<file path="config.mk">
export PLATFORM = sky130hd
export DESIGN_NAME = pattern_port
export DESIGN_NICKNAME = d
export VERILOG_FILES = /design/src/rtl/pport_pkg.sv /design/src/rtl/pport_regs.sv /design/src/rtl/pport_group.sv /design/src/rtl/pattern_port.sv
export SDC_FILE = /design/constraint.sdc
export NUM_CORES = 1
export LEC_CHECK = 0
export BUFFER_PORTS_ARGS = -buffer_cell sky130_fd_sc_hd__buf_2
export CAP_MARGIN = 10
export CORE_AREA = 2 2 84 86
export CTS_CLUSTER_SIZE = 20
export DETAILED_ROUTE_END_ITERATION = 6
export DIE_AREA = 0 0 86 88
export PLACE_DENSITY = 0.86
export SLEW_MARGIN = 15
export SYNTH_ARGS = -nofsm -noshare
export SYNTH_HDL_FRONTEND = slang
export SYNTH_HIERARCHICAL = 1
export SYNTH_SLANG_ARGS = --single-unit
</file>
<file path="constraint.sdc">
create_clock -name clk -period 3 [get_ports clk]
set_clock_uncertainty 0.15 [all_clocks]
set_input_delay 0.15 -clock clk [delete_from_list [all_inputs] [get_ports clk]]
set_output_delay 0.15 -clock clk [all_outputs]
set_load 0.005 [all_outputs]
</file>
<file path="src/rtl/pport_pkg.sv">
package pport_pkg;

    typedef enum logic [2:0] {
        RA_DIR_LO  = 3'd0,
        RA_DIR_HI  = 3'd1,
        RA_EN_LO   = 3'd2,
        RA_EN_HI   = 3'd3,
        RA_NXT_LO  = 3'd4,
        RA_NXT_HI  = 3'd5,
        RA_DATA_LO = 3'd6,
        RA_DATA_HI = 3'd7
    } reg_addr_e;

endpackage

</file>
<file path="src/rtl/pport_regs.sv">
module pport_regs
    import pport_pkg::*;
#(
    parameter int HALF_W = 8,
    parameter int PORT_W = 2 * HALF_W
) (
    input  logic              clk,
    input  logic              rst_n,
    input  logic              we,
    input  logic [2:0]        addr,
    input  logic [HALF_W-1:0] wdata,
    output logic [PORT_W-1:0] dir_q,
    output logic [PORT_W-1:0] en_q,
    output logic [PORT_W-1:0] nxt_q,
    output logic [1:0]        data_wr
);

    always_ff @(posedge clk) begin
        if (!rst_n) begin
            dir_q <= '0;
            en_q  <= '0;
            nxt_q <= '0;
        end else if (we) begin
            case (reg_addr_e'(addr))
                RA_DIR_LO: dir_q[HALF_W-1:0]      <= wdata;
                RA_DIR_HI: dir_q[PORT_W-1:HALF_W] <= wdata;
                RA_EN_LO:  en_q[HALF_W-1:0]       <= wdata;
                RA_EN_HI:  en_q[PORT_W-1:HALF_W]  <= wdata;
                RA_NXT_LO: nxt_q[HALF_W-1:0]      <= wdata;
                RA_NXT_HI: nxt_q[PORT_W-1:HALF_W] <= wdata;
                default: ;
            endcase
        end
    end

    assign data_wr[0] = we && (reg_addr_e'(addr) == RA_DATA_LO);
    assign data_wr[1] = we && (reg_addr_e'(addr) == RA_DATA_HI);

    // configuration holds when no write is presented
    a_r2_cfg_hold: assert property (@(posedge clk) disable iff (!rst_n)
        !we |=> ($stable(dir_q) && $stable(en_q) && $stable(nxt_q)));

endmodule

</file>
<file path="src/rtl/pport_group.sv">
module pport_group #(
    parameter int GW    = 4,
    parameter int NTRIG = 4,
    parameter int SEL_W = (NTRIG > 1) ? $clog2(NTRIG) : 1
) (
    input  logic             clk,
    input  logic             rst_n,
    input  logic [NTRIG-1:0] cm_q,
    input  logic [SEL_W-1:0] sel,
    input  logic             wr_stb,
    input  logic [GW-1:0]    wdata,
    input  logic [GW-1:0]    en,
    input  logic [GW-1:0]    nxt,
    output logic [GW-1:0]    data_q
);

    logic          fire;
    logic [GW-1:0] data_d;

    assign fire = cm_q[sel];

    always_comb begin
        data_d = data_q;
        if (wr_stb) data_d = (data_q & en) | (wdata & ~en);
        if (fire)   data_d = (data_d & ~en) | (nxt & en);
    end

    always_ff @(posedge clk) begin
        if (!rst_n) data_q <= '0;
        else        data_q <= data_d;
    end

    // enabled bits take the next data on a transfer
    a_r6_transfer: assert property (@(posedge clk) disable iff (!rst_n)
        fire |=> (((data_q ^ $past(nxt)) & $past(en)) == '0));

    // enabled bits do not move without a transfer
    a_r7_no_trig_hold: assert property (@(posedge clk) disable iff (!rst_n)
        !fire |=> (((data_q ^ $past(data_q)) & $past(en)) == '0));

    // non-enabled bits ignore the transfer and change only on a write
    a_r4_plain_bits: assert property (@(posedge clk) disable iff (!rst_n)
        !wr_stb |=> (((data_q ^ $past(data_q)) & ~$past(en)) == '0));

endmodule

</file>
<file path="src/rtl/pattern_port.sv">
module pattern_port
    import pport_pkg::*;
#(
    parameter int GROUP_W    = 4,
    parameter int NUM_GROUPS = 4,
    parameter int NUM_TRIG   = 4,
    localparam int PORT_W    = GROUP_W * NUM_GROUPS,
    localparam int HALF_W    = PORT_W / 2,
    localparam int GPH       = NUM_GROUPS / 2,
    localparam int SEL_W     = (NUM_TRIG > 1) ? $clog2(NUM_TRIG) : 1
) (
    input  logic                        clk,
    input  logic                        rst_n,
    input  logic [2:0]                  bus_addr,
    input  logic                        bus_we,
    input  logic [HALF_W-1:0]           bus_wdata,
    output logic [HALF_W-1:0]           bus_rdata,
    input  logic [NUM_TRIG-1:0]         cm_pulse,
    input  logic [NUM_GROUPS*SEL_W-1:0] trig_sel,
    input  logic [PORT_W-1:0]           pin_in,
    output logic [PORT_W-1:0]           pin_out,
    output logic [PORT_W-1:0]           pin_oe
);

    logic [PORT_W-1:0]   dir_q, en_q, nxt_q, data_q, data_view;
    logic [1:0]          data_wr;
    logic [NUM_TRIG-1:0] cm_q;

    pport_regs #(.HALF_W(HALF_W), .PORT_W(PORT_W)) u_regs (
        .clk    (clk),
        .rst_n  (rst_n),
        .we     (bus_we),
        .addr   (bus_addr),
        .wdata  (bus_wdata),
        .dir_q  (dir_q),
        .en_q   (en_q),
        .nxt_q  (nxt_q),
        .data_wr(data_wr)
    );

    // Trigger sampling stage: pulse seen at edge k, transfer at edge k+1
    always_ff @(posedge clk) begin
        if (!rst_n) cm_q <= '0;
        else        cm_q <= cm_pulse;
    end

    for (genvar g = 0; g < NUM_GROUPS; g++) begin : g_grp
        localparam int HALF = g / GPH;
        localparam int OFS  = (g % GPH) * GROUP_W;
        pport_group #(.GW(GROUP_W), .NTRIG(NUM_TRIG), .SEL_W(SEL_W)) u_grp (
            .clk   (clk),
            .rst_n (rst_n),
            .cm_q  (cm_q),
            .sel   (trig_sel[g*SEL_W +: SEL_W]),
            .wr_stb(data_wr[HALF]),
            .wdata (bus_wdata[OFS +: GROUP_W]),
            .en    (en_q[g*GROUP_W +: GROUP_W]),
            .nxt   (nxt_q[g*GROUP_W +: GROUP_W]),
            .data_q(data_q[g*GROUP_W +: GROUP_W])
        );
    end

    assign data_view = (dir_q & data_q) | (~dir_q & pin_in);
    assign pin_out   = data_q;
    assign pin_oe    = dir_q;

    always_comb begin
        unique case (reg_addr_e'(bus_addr))
            RA_DIR_LO:  bus_rdata = dir_q[HALF_W-1:0];
            RA_DIR_HI:  bus_rdata = dir_q[PORT_W-1:HALF_W];
            RA_EN_LO:   bus_rdata = en_q[HALF_W-1:0];
            RA_EN_HI:   bus_rdata = en_q[PORT_W-1:HALF_W];
            RA_NXT_LO:  bus_rdata = nxt_q[HALF_W-1:0];
            RA_NXT_HI:  bus_rdata = nxt_q[PORT_W-1:HALF_W];
            RA_DATA_LO: bus_rdata = data_view[HALF_W-1:0];
            RA_DATA_HI: bus_rdata = data_view[PORT_W-1:HALF_W];
            default:    bus_rdata = '0;
        endcase
    end

    // leaving reset, every pin is an undriven input holding zero
    a_r1_reset_state: assert property (@(posedge clk) disable iff (!rst_n)
        $rose(rst_n) |-> (pin_oe == '0 && pin_out == '0));

endmodule

</file>
==> impl_metrics.json <==
{
  "outcome": "finished clean",
  "cts_resized": 0,
  "drt_iter0_drc": 294,
  "report.power.total_mw": 1.97,
  "antenna_cells": 0,
  "core_mm2": 0.00664,
  "worst_pin_slew_ns": 0.794,
  "netlist_instances": 407,
  "synth.distinct_cells": 46,
  "place_congestion": 0.891,
  "clk_latency_ns": 0.36,
  "grt_pass1_wl_um": 16200,
  "syn-cell-area_mm2": 0.00384,
  "cts_tree": "done",
  "synth_edf_count": 0,
  "antenna_found_initial": 0,
  "grt_pass1_vias": 3330,
  "hold_slack_ns": 0.0604,
  "hpwl_um": 7140,
  "path_delay_family": "compound AO/OA/AOI/OAI gates",
  "cts_root_buf": "clkbuf_8",
  "tns_ns": 0,
  "yosys_register_bits": 68,
  "fin_crit_ns": 2.00,
  "synthArstFlopShare_pct": 0,
  "cts.sinks": 68,
  "arrival_ns": 1.70,
  "p_leak_nw": 2.26,
  "die_w_um": 86,
  "syn2layout_area_growth_pct": 16.9,
  "crit_fanout": 4,
  "htree_num_levels": 3,
  "critical_path.cell_chain": "mux2i_1 -> o21ai_0 -> o22ai_1 -> a22oi_2 -> buf_2",
  "grt.overflow.total": 0,
  "finalWirelength_um": 10400,
  "viasPerCell": 6.20,
  "finalSetupViolations": 0,
  "synthTopCellsByArea": "dfxtp_1 (35%), mux2i_1 (17%), nand2_1 (7.5%)",
  "drtAntennaViolNets": 0,
  "first_pass_iters": 5,
  "crit_type": "flip-flop to output pin",
  "path_buf_inv": 1,
  "synth.most_common_cell": "nand2_1",
  "synth_top_area_share_pct": 35.5,
  "maxCapViolCount": 0,
  "critPathLaunchType": "flip-flop",
  "post-route-util_pct": 67.5,
  "drc": 0,
  "post_drt_wl_per_cell_um": 18.1,
  "via_count": 3564,
  "avgSynthCellArea_um2": 9.43,
  "hp-class": "primary input to flip-flop",
  "drive_above_1_share_pct": 24.6,
  "finalCritPeriodShare_pct": 66.7,
  "yosysTopAreaCell": "dfxtp_1",
  "worst_setup_path_end_kind": "output pin",
  "synth.yosys.seq_area_share_pct": 35.5,
  "start_util_pct": 57.7,
  "fin_nets": 532,
  "slew_violations": 0,
  "r2r_slack_ns": 1.26,
  "cp.required_ns": 2.70,
  "groute.usage.overall_pct": 27.8,
  "slew_headroom_pct": 47.1,
  "hold_viol": 0,
  "io_buffer_count": 81,
  "cts_buffer_depth": 2,
  "power_density_mw_per_mm2": 439,
  "cts-buffers-inserted": 9,
  "rows": 30,
  "max_freq_ghz": 0.500,
  "synth_common_cells": "nand2_1 (77), dfxtp_1 (68), mux2i_1 (65)",
  "boundaryPins": 82,
  "irDropWorstVdd_mv": 0.253,
  "cp_slowest_cell": "dfxtp_1",
  "dieArea_mm2": 0.00757,
  "post_cts_buffers": 0,
  "clk_pin_slew_worst_paths_ns": 0.08,
  "fp.dieH_um": 88,
  "grt_start_max_net_pins": 45,
  "synth_warnings": 6,
  "synth_top_flop_cell": "dfxtp_1",
  "syn_nets": 449,
  "grt_setup_unrepaired": "no",
  "slowest_delay_ns": 0.43
}
-- placed cells by master, fill, tap and decap left out, types with 3 or more instances in the layout --
master	instances
nor3b_1	3
mux2_2	4
nand2b_1	20
a21oi_1	7
nor2b_1	8
o21ai_0	16
a22oi_2	3
clkbuf_8	9
o22ai_1	5
mux2i_1	65
o211ai_1	6
nor2_1	11
dfxtp_1	68
a221o_1	16
mux4_2	4
inv_1	7
and3b_1	16
clkinv_2	4
and2_1	4
buf_4	10
o2bb2ai_1	3
o211a_1	16
nand4bb_1	3
nand2_1	77
dlygate4sd3_1	4
buf_2	81
-- logic make-up after synthesis --
kind of cell / Yosys count / synth area share (%)
simple gates: 151 / 20.8
compound gates: 83 / 17.3
mux: 75 / 21.6
flops: 68 / 35.5
buf+inv: 30 / 4.92
-- path summary, 6_finish.rpt --
path	end	startpoint	cells past startpoint
setup / recovery	bus_rdata[5]	u_regs/dir_q[13]	5
hold / removal	u_regs/dir_q[9]	bus_wdata[1]	3
setup reg to reg	g_grp[1].u_grp/data_q[2]	cm_q[3]	3
hold reg to reg	u_regs/nxt_q[14]	u_regs/nxt_q[14]	2
-- state kept, by name (all words and copies together) (netlist names) --
name / cells
cm_q: 4
g_grp.u_grp/data_q: 16
u_regs/dir_q: 16
u_regs/en_q: 16
u_regs/nxt_q: 16
-- power by group --
part           total (mW)  internal, mW  switching (mW)
combinational       0.273         0.124           0.149
sequential          0.950         0.926          0.0243
clock               0.745         0.380           0.365
-- through the flow --
step | cells | instance area (um2) | setup WS, ns
6_report | 575 | 4490 | 0.998
5_1_grt | 575 | 4490 | 0.900
4_1_cts | 575 | 4490 | 1.01
3_5_place_dp | 555 | 4250 | 0.955
3_3_place_gp | 555 | 4250 | 1.04
2_1_floorplan | 407 | 3840 | 1.43
-- layer usage --
metal | global-route usage [%] | vias up | part of all wire, %
li1 | - | 1657 | -
met3 | 5.66 | 33 | 7.1
met4 | 13.9 | 0 | 2.7
met1 | 34.9 | 1706 | 43
met2 | 45.7 | 168 | 48
met5 | 0 | - | 0
-- what timing repair did --
action	CTS	global route
hold buffers	4	0
setup endpoints to repair	0	0
endpoints found under the hold margin	4	0
-- layout make-up --
type                       count  area, um2
clock buffer                   9        124
clock inverter                 7       67.6
fill                         502       2160
inverter                       7       26.3
multi-input combinational    309       2290
sequential                    68       1360
tap                           80        100
timing repair buffer          95        520
-- worst min-delay path, delay by kind of cell --
| kind | cells | cell delay, ns |
|---|---|---|
| multiplexers | 1 | 0.09 |
| buffers and inverters | 1 | 0.11 |
| AND/OR/NAND/NOR | 1 | 0.17 |
No activity file was read; power rests on OpenSTA's default activity.
